$ cat src/rtl/tfc_pkg.sv
package tfc_pkg;
  localparam int unsigned CTL_ADDR = 3;
  localparam int unsigned OPS_ADDR = 4;
  localparam int unsigned DATA_W   = 8;

  typedef enum logic [1:0] {
    DIV_NONE = 2'd0,
    DIV_BY3  = 2'd1,
    DIV_BY6  = 2'd2
  } div_sel_e;
endpackage

$ cat src/rtl/tfc_fault_latch.sv
module tfc_fault_latch (
  input  logic clk,
  input  logic rst_n,
  input  logic ot_flag,
  input  logic host_wr,
  input  logic host_val,
  output logic fault_bit,
  output logic fault_evt,
  output logic pending,
  output logic recover
);
  logic forced;

  assign forced    = host_wr & host_val;
  assign fault_evt = ot_flag | forced;
  assign recover   = pending & ~ot_flag & ~forced;

  always_ff @(posedge clk) begin
    if (!rst_n) begin
      fault_bit <= 1'b0;
      pending   <= 1'b0;
    end else begin
      if (ot_flag)      fault_bit <= 1'b1;
      else if (host_wr) fault_bit <= host_val;
      if (fault_evt)    pending <= 1'b1;
      else if (recover) pending <= 1'b0;
    end
  end

  AST_OT_LATCHES: assert property (@(posedge clk) disable iff (!rst_n)
    ot_flag |=> fault_bit);
  AST_FAULT_STICKY: assert property (@(posedge clk) disable iff (!rst_n)
    (fault_bit && !ot_flag && !host_wr) |=> fault_bit);
  AST_HOST_CLEAR: assert property (@(posedge clk) disable iff (!rst_n)
    (host_wr && !host_val && !ot_flag) |=> !fault_bit);
endmodule

$ cat src/rtl/tfc_reg_bank.sv
module tfc_reg_bank
  import tfc_pkg::*;
#(
  parameter int unsigned ADDR_W = 3
) (
  input  logic              clk,
  input  logic              rst_n,
  input  logic              we,
  input  logic [ADDR_W-1:0] addr,
  input  logic [DATA_W-1:0] wdata,
  input  logic              fault_bit,
  input  logic              fault_evt,
  input  logic [2:0]        live_en,
  output logic [DATA_W-1:0] rdata,
  output logic [3:0]        host_en,
  output logic              ops_wr,
  output logic              ops_fault_val,
  output logic [2:0]        sync_cfg
);
  logic ctl_wr;

  assign ctl_wr        = we && (addr == ADDR_W'(CTL_ADDR));
  assign ops_wr        = we && (addr == ADDR_W'(OPS_ADDR));
  assign ops_fault_val = wdata[0];

  always_ff @(posedge clk) begin
    if (!rst_n) begin
      host_en  <= '0;
      sync_cfg <= '0;
    end else begin
      if (fault_evt)                host_en <= '0;
      else if (ctl_wr && !fault_bit) host_en <= wdata[7:4];
      if (ops_wr) sync_cfg <= wdata[6:4];
    end
  end

  always_comb begin
    rdata = '0;
    if (addr == ADDR_W'(CTL_ADDR))      rdata = {host_en, 1'b0, live_en};
    else if (addr == ADDR_W'(OPS_ADDR)) rdata = {1'b0, sync_cfg, 3'b000, fault_bit};
  end

  AST_LOCKED_ENABLES: assert property (@(posedge clk) disable iff (!rst_n)
    (ctl_wr && fault_bit && !fault_evt) |=> (host_en == $past(host_en)));
  AST_FAULT_CLEARS_HOST: assert property (@(posedge clk) disable iff (!rst_n)
    fault_evt |=> (host_en == 4'b0000));
endmodule

$ cat src/rtl/tfc_pwr_seq.sv
module tfc_pwr_seq #(
  parameter int unsigned SEQ_GAP = 16
) (
  input  logic       clk,
  input  logic       rst_n,
  input  logic       start,
  input  logic       abort,
  output logic [2:0] seq_en
);
  localparam int unsigned CW = (SEQ_GAP < 2) ? 1 : $clog2(SEQ_GAP);

  logic [1:0]    step;
  logic [CW-1:0] cnt;
  logic          stepping;

  assign stepping = (step == 2'd1) || (step == 2'd2);

  always_ff @(posedge clk) begin
    if (!rst_n || abort) begin
      step   <= '0;
      cnt    <= '0;
      seq_en <= '0;
    end else if (start) begin
      step   <= 2'd1;
      cnt    <= '0;
      seq_en <= 3'b001;
    end else if (stepping) begin
      if (cnt == CW'(SEQ_GAP - 1)) begin
        cnt    <= '0;
        step   <= step + 2'd1;
        seq_en <= {seq_en[1:0], 1'b1};
      end else begin
        cnt <= cnt + 1'b1;
      end
    end
  end

  AST_SEQ_ORDER: assert property (@(posedge clk) disable iff (!rst_n)
    !(seq_en[1] && !seq_en[0]) && !(seq_en[2] && !seq_en[1]));
  AST_SEQ_ABORT: assert property (@(posedge clk) disable iff (!rst_n)
    abort |=> (seq_en == 3'b000));
endmodule

$ cat src/rtl/thermal_en_ctrl.sv
module thermal_en_ctrl
  import tfc_pkg::*;
#(
  parameter int unsigned ADDR_W  = 3,
  parameter int unsigned SEQ_GAP = 16
) (
  input  logic              clk,
  input  logic              rst_n,
  input  logic              bus_we,
  input  logic [ADDR_W-1:0] bus_addr,
  input  logic [7:0]        bus_wdata,
  output logic [7:0]        bus_rdata,
  input  logic              ot_flag,
  input  logic              en_pin,
  output logic              buck1_en,
  output logic              buck2_en,
  output logic              ldo_en,
  output logic              fault_present,
  output logic [1:0]        sync_div,
  output logic              sync_ac
);
  logic       fault_bit, fault_evt, pending, recover;
  logic       ops_wr, ops_fault_val;
  logic [3:0] host_en;
  logic [2:0] sync_cfg, seq_en, live_en;
  logic       en_q, en_rise, seq_start;
  div_sel_e   div_sel;

  tfc_fault_latch u_fault (
    .clk(clk), .rst_n(rst_n), .ot_flag(ot_flag),
    .host_wr(ops_wr), .host_val(ops_fault_val),
    .fault_bit(fault_bit), .fault_evt(fault_evt),
    .pending(pending), .recover(recover)
  );

  tfc_reg_bank #(.ADDR_W(ADDR_W)) u_regs (
    .clk(clk), .rst_n(rst_n), .we(bus_we), .addr(bus_addr), .wdata(bus_wdata),
    .fault_bit(fault_bit), .fault_evt(fault_evt), .live_en(live_en),
    .rdata(bus_rdata), .host_en(host_en), .ops_wr(ops_wr),
    .ops_fault_val(ops_fault_val), .sync_cfg(sync_cfg)
  );

  tfc_pwr_seq #(.SEQ_GAP(SEQ_GAP)) u_seq (
    .clk(clk), .rst_n(rst_n), .start(seq_start), .abort(fault_evt), .seq_en(seq_en)
  );

  always_ff @(posedge clk) begin
    if (!rst_n) en_q <= 1'b0;
    else        en_q <= en_pin;
  end

  assign en_rise   = en_pin & ~en_q;
  assign seq_start = (recover & en_pin) | (en_rise & ~fault_bit);

  assign buck1_en = (host_en[3] | host_en[0] | seq_en[0]) & ~ot_flag;
  assign buck2_en = (host_en[2] | host_en[0] | seq_en[1]) & ~ot_flag;
  assign ldo_en   = (host_en[1] | host_en[0] | seq_en[2]) & ~ot_flag;
  assign live_en  = {ldo_en, buck2_en, buck1_en};

  assign fault_present = ot_flag | pending;

  always_comb begin
    unique case (sync_cfg[2:1])
      2'b10:   div_sel = DIV_BY3;
      2'b01:   div_sel = DIV_BY6;
      default: div_sel = DIV_NONE;
    endcase
  end
  assign sync_div = div_sel;
  assign sync_ac  = sync_cfg[0];

  AST_AUTO_RESTART: assert property (@(posedge clk) disable iff (!rst_n)
    (pending && !ot_flag && en_pin && !fault_evt) |=> buck1_en);
  AST_PRESENT_ENDS: assert property (@(posedge clk) disable iff (!rst_n)
    $fell(fault_present) |-> !ot_flag);
  AST_RESTART_KEEPS_FAULT: assert property (@(posedge clk) disable iff (!rst_n)
    (pending && !ot_flag && !ops_wr) |=> fault_bit);
endmodule

$ cat config.mk
export PLATFORM = sky130hd
export DESIGN_NAME = thermal_en_ctrl
export DESIGN_NICKNAME = d
export VERILOG_FILES = /design/src/rtl/tfc_pkg.sv /design/src/rtl/tfc_fault_latch.sv /design/src/rtl/tfc_reg_bank.sv /design/src/rtl/tfc_pwr_seq.sv /design/src/rtl/thermal_en_ctrl.sv
export SDC_FILE = /design/constraint.sdc
export NUM_CORES = 1
export LEC_CHECK = 0
export BUFFER_PORTS_ARGS = -buffer_cell sky130_fd_sc_hd__buf_2
export CORE_MARGIN = 10
export CORE_UTILIZATION = 49
export DETAILED_ROUTE_END_ITERATION = 8
export GPL_ROUTABILITY_DRIVEN = 0
export HOLD_SLACK_MARGIN = 0.06
export PLACE_DENSITY = 0.77
export SLEW_MARGIN = 10
export SYNTH_ARGS = -nofsm -noshare
export SYNTH_HDL_FRONTEND = slang
export SYNTH_SLANG_ARGS = --single-unit
$ cat constraint.sdc
create_clock -name clk -period 1.64 [get_ports clk]
set_input_delay 0.328 -clock clk [delete_from_list [all_inputs] [get_ports clk]]
set_output_delay 0.328 -clock clk [all_outputs]
set_load 0.02 [all_outputs]
==> out/results.md <==
| Quantity | This run | Unit |
| --- | --- | --- |
| Number of rows in the core area | 15 | - |
| Final min period | 1.58 | ns |
| Number of buffer cells added on primary ports | 26 | - |
| Starting utilization of the core area | 53.8 | % |
| Final worst path period share | 96.1 | % |
| Global route total overflow | 0 | - |
| Endpoints failing hold | 0 | - |
| Number of endpoints failing setup at the final stage | 0 | - |
| Critical path start-end classification | flop to primary output | - |
| Initial detailed-routing violation count | 30 | - |
| Number of synthesized register bits | 19 | - |
| Via count normalized by instance count | 5.56 | - |
| Core Region | 1780 | um2 |
| Met1 capacity usage during global routing | 10.7 | % |
| Core Util, Final | 65.0 | % |
| Peak supply drop | 0.000441 | V |
| Post-Synthesis Mean Instance Area | 8.79 | um2 |
| Fill cell instance count of the final layout | 157 | - |
| Sequential Power Share | 58.8 | % |
| Power density of the placed cells | 705 | nW/um2 |
| Clock buffer count from CTS | 3 | - |
| Clock Skew | 0.00372 | ns |
| Overall die width | 64.2 | um |
| Top fanout value on the critical path | 3 | - |
| Most area-hungry cell type in the Yosys netlist | dfxtp_1 | - |
| Yosys synthesis warning count | 0 | - |
| Clock tree from TritonCTS | done | - |
| Cell-internal power | 0.607 | mW |
| Delay contributed by the slowest stage of the critical path | 0.36 | ns |
| Count of inserted antenna diode cells | 0 | - |
| Nets | 155 | - |
| Post-synthesis to final-layout area growth | 20.9 | % |
| Sink count of the clock tree | 19 | - |
| Netlist area before placement | 958 | um2 |
| EDFF count, synth | 0 | - |
| Post-synth top flop | dfxtp_1 | - |
| Post-CTS repair timing setup buffer count | 0 | - |
| Fin. max-slew vios | 0 | - |
| Setup TNS Final | 0 | ns |
| Rel. slew slack | 64.5 | % |
| Fmax achieved | 635 | MHz |
| Element type at the critical path start | flop | - |
| Top post-synthesis cells by area | dfxtp_1 40%, nor2b_1 5.2%, mux2i_1 4.2% | - |
| GR Util All Layers | 11.6 | % |
| Met2 routing resource usage after global routing | 22.4 | % |
| CP max-delay cell | dfxtp_2 | - |
| Clk pwr share | 28.4 | % |
| Most frequent cells in the layout | 25 x buf_2, 17 x dfxtp_1, 8 x nor2b_1, 8 x nand3_1 | - |
| Die span in y | 64.2 | um |
| # hold bufs at CTS | 0 | - |
| Share of synthesized area occupied by flip-flops and latches | 39.7 | % |
| Status | finished, final reports clean | - |
| Residual DRC | 0 | - |
| Clock tree root buffer cell | clkbuf_4 | - |
| Switching share of power | 25.7 | % |
| Final hold slack | 0.260 | ns |
| Async SR Flop Fraction | 0 | % |
| Dominant delay contributor by cell family on the critical path | flip-flops | - |
| H-Tree Depth | 1 | - |
| Unique cell type count in the Yosys netlist | 39 | - |
| Number of vias in the routed layout | 901 | - |
| Total Power Consumption | 0.817 | mW |
| Cell-by-cell listing of the critical path | nor3_4 > nor2_2 > a22o_1 > buf_4 | - |
| Most common cell after layout, fill and taps aside | buf_2 | - |
| Average detailed-routed wire length per instance | 15.2 | um |
| Largest net degree at the start of global routing | 11 | - |
| Net switching power figure | 0.210 | mW |
| Pre-CTS worst setup slack | 0.136 | ns |
| Critical path required time | 1.31 | ns |
| I/O pin cnt | 31 | - |
| Number of maximum-capacitance violations | 0 | - |
| Share of layout cells above drive strength 1 | 29.2 | % |
| Worst Tran Pin Value | 0.530 | ns |
| Relative contribution of combinational cells to total power | 12.8 | % |
| Routed wire length | 2470 | um |
| Worst setup margin | 0.0640 | ns |
| Worst hold path startpoint | en_pin | - |
| Count of TritonRoute iterations in the first routing pass | 4 | - |
| Critical path launch point | u_seq.seq_en[0] | - |
| Reg-to-reg startpoint | u_seq.cnt[0] | - |
| Leakage power | 0.459 | nW |
| Antenna violations before repair | 0 | - |
| Number of antenna-violating nets in the routed design | 0 | - |
| Grt peak-use layer | met2 | - |
| Final HPWL from detailed placement | 1910 | um |
| Arr. time, crit path | 1.25 | ns |
| Max clock buf depth | 2 | - |
| Syn_nets | 126 | - |
| Setup repair after global routing missed its margin | false | - |
| Clk_lat worst skew | 0.29 | ns |
| Via count of the first global-routing pass | 952 | - |
| Synthesized instance count | 109 | - |
| Clock transition at the registers of the reported paths | 0.11 | ns |
| Overall die area | 4120 | um2 |
| Top cell type's share of synthesized area | 39.7 | % |
| Type of element capturing the critical path | primary output | - |
| First-pass GRT wire length | 4000 | um |
| Worst min path class | input port to flop | - |
| Fraction of met3 tracks used by global routing | 3.48 | % |
| Combined buffer and inverter count along the critical path | 1 | - |
## area by class of cell
class | instances | area, um2 | area share (%)
multi-input combinational | 84 | 564 | 48.7
sequential | 19 | 385 | 33.3
timing repair buffer | 27 | 140 | 12.1
tap | 25 | 31.3 | 2.70
clock buffer | 4 | 26.3 | 2.27
inverter | 3 | 11.3 | 0.972
## timing repair
item	4_1_cts	5_1_grt
endpoints found under the hold margin	0	0
setup endpoints to repair	0	2
resized for setup	0	7
## sequential cells by signal, indices dropped and copies added (netlist names)
signal / flops
u_fault.pending: 1
u_seq.seq_en: 3
u_regs.host_en: 4
u_fault.fault_bit: 1
en_q: 1
u_seq.step: 2
u_seq.cnt: 4
u_regs.sync_cfg: 3
## layer usage
metal | routed length [um] | vias to the layer above
met5 | 0 | -
met4 | 12 | 0
met3 | 133 | 2
met2 | 1320 | 21
met1 | 1010 | 426
li1 | - | 452
## cells in the mapped netlist, types with 2 or more instances
master,n
and3b_1,2
inv_1,3
nand2_1,4
nor3_1,7
and2_1,3
a21oi_1,7
dfxtp_1,19
a22o_1,4
a211oi_1,3
mux2i_1,4
nor2_1,4
a31oi_1,2
nor2b_1,8
o21ai_0,7
nand3_1,8
## kinds of logic (layout without fill, tap and decap cells)
logic type	Yosys count	count (layout)	synth area share [%]
multiplexers	4	4	4.18
other	1	1	0.391
AO/OA/AOI/OAI	31	31	21.9
adder cells (fa/ha/maj)	1	1	1.31
flip-flops	19	19	39.7
buffers and inverters	6	34	2.87
XOR/XNOR	2	2	2.61
AND/OR/NAND/NOR	45	45	27.0
## per-stage QoR
stage,instance area (um2),cells
final,1160,162
after floorplan,958,109
after global placement,1110,158
after CTS,1140,162
after detailed placement,1110,158
after global routing,1160,162
## final timing paths
| kind | cells after the start | end | slack [ns] |
|---|---|---|---|
| setup reg to reg | 4 | u_seq.cnt[0] | 0.18 |
| hold reg to reg | 2 | u_seq.seq_en[0] | 0.50 |
| hold / removal | 2 | en_q | 0.26 |
| setup / recovery | 4 | bus_rdata[0] | 0.06 |
## power by group through the flow
stage                     logic, mW  clock network (mW)  registers, mW
after global routing          0.113               0.255          0.482
final                         0.104               0.232          0.480
after detailed placement      0.101                   0          0.491
after floorplan              0.0608                   0          0.489
after CTS                     0.101               0.240          0.481
after global placement       0.0980                   0          0.490
Power figures use the tool's default switching activity.
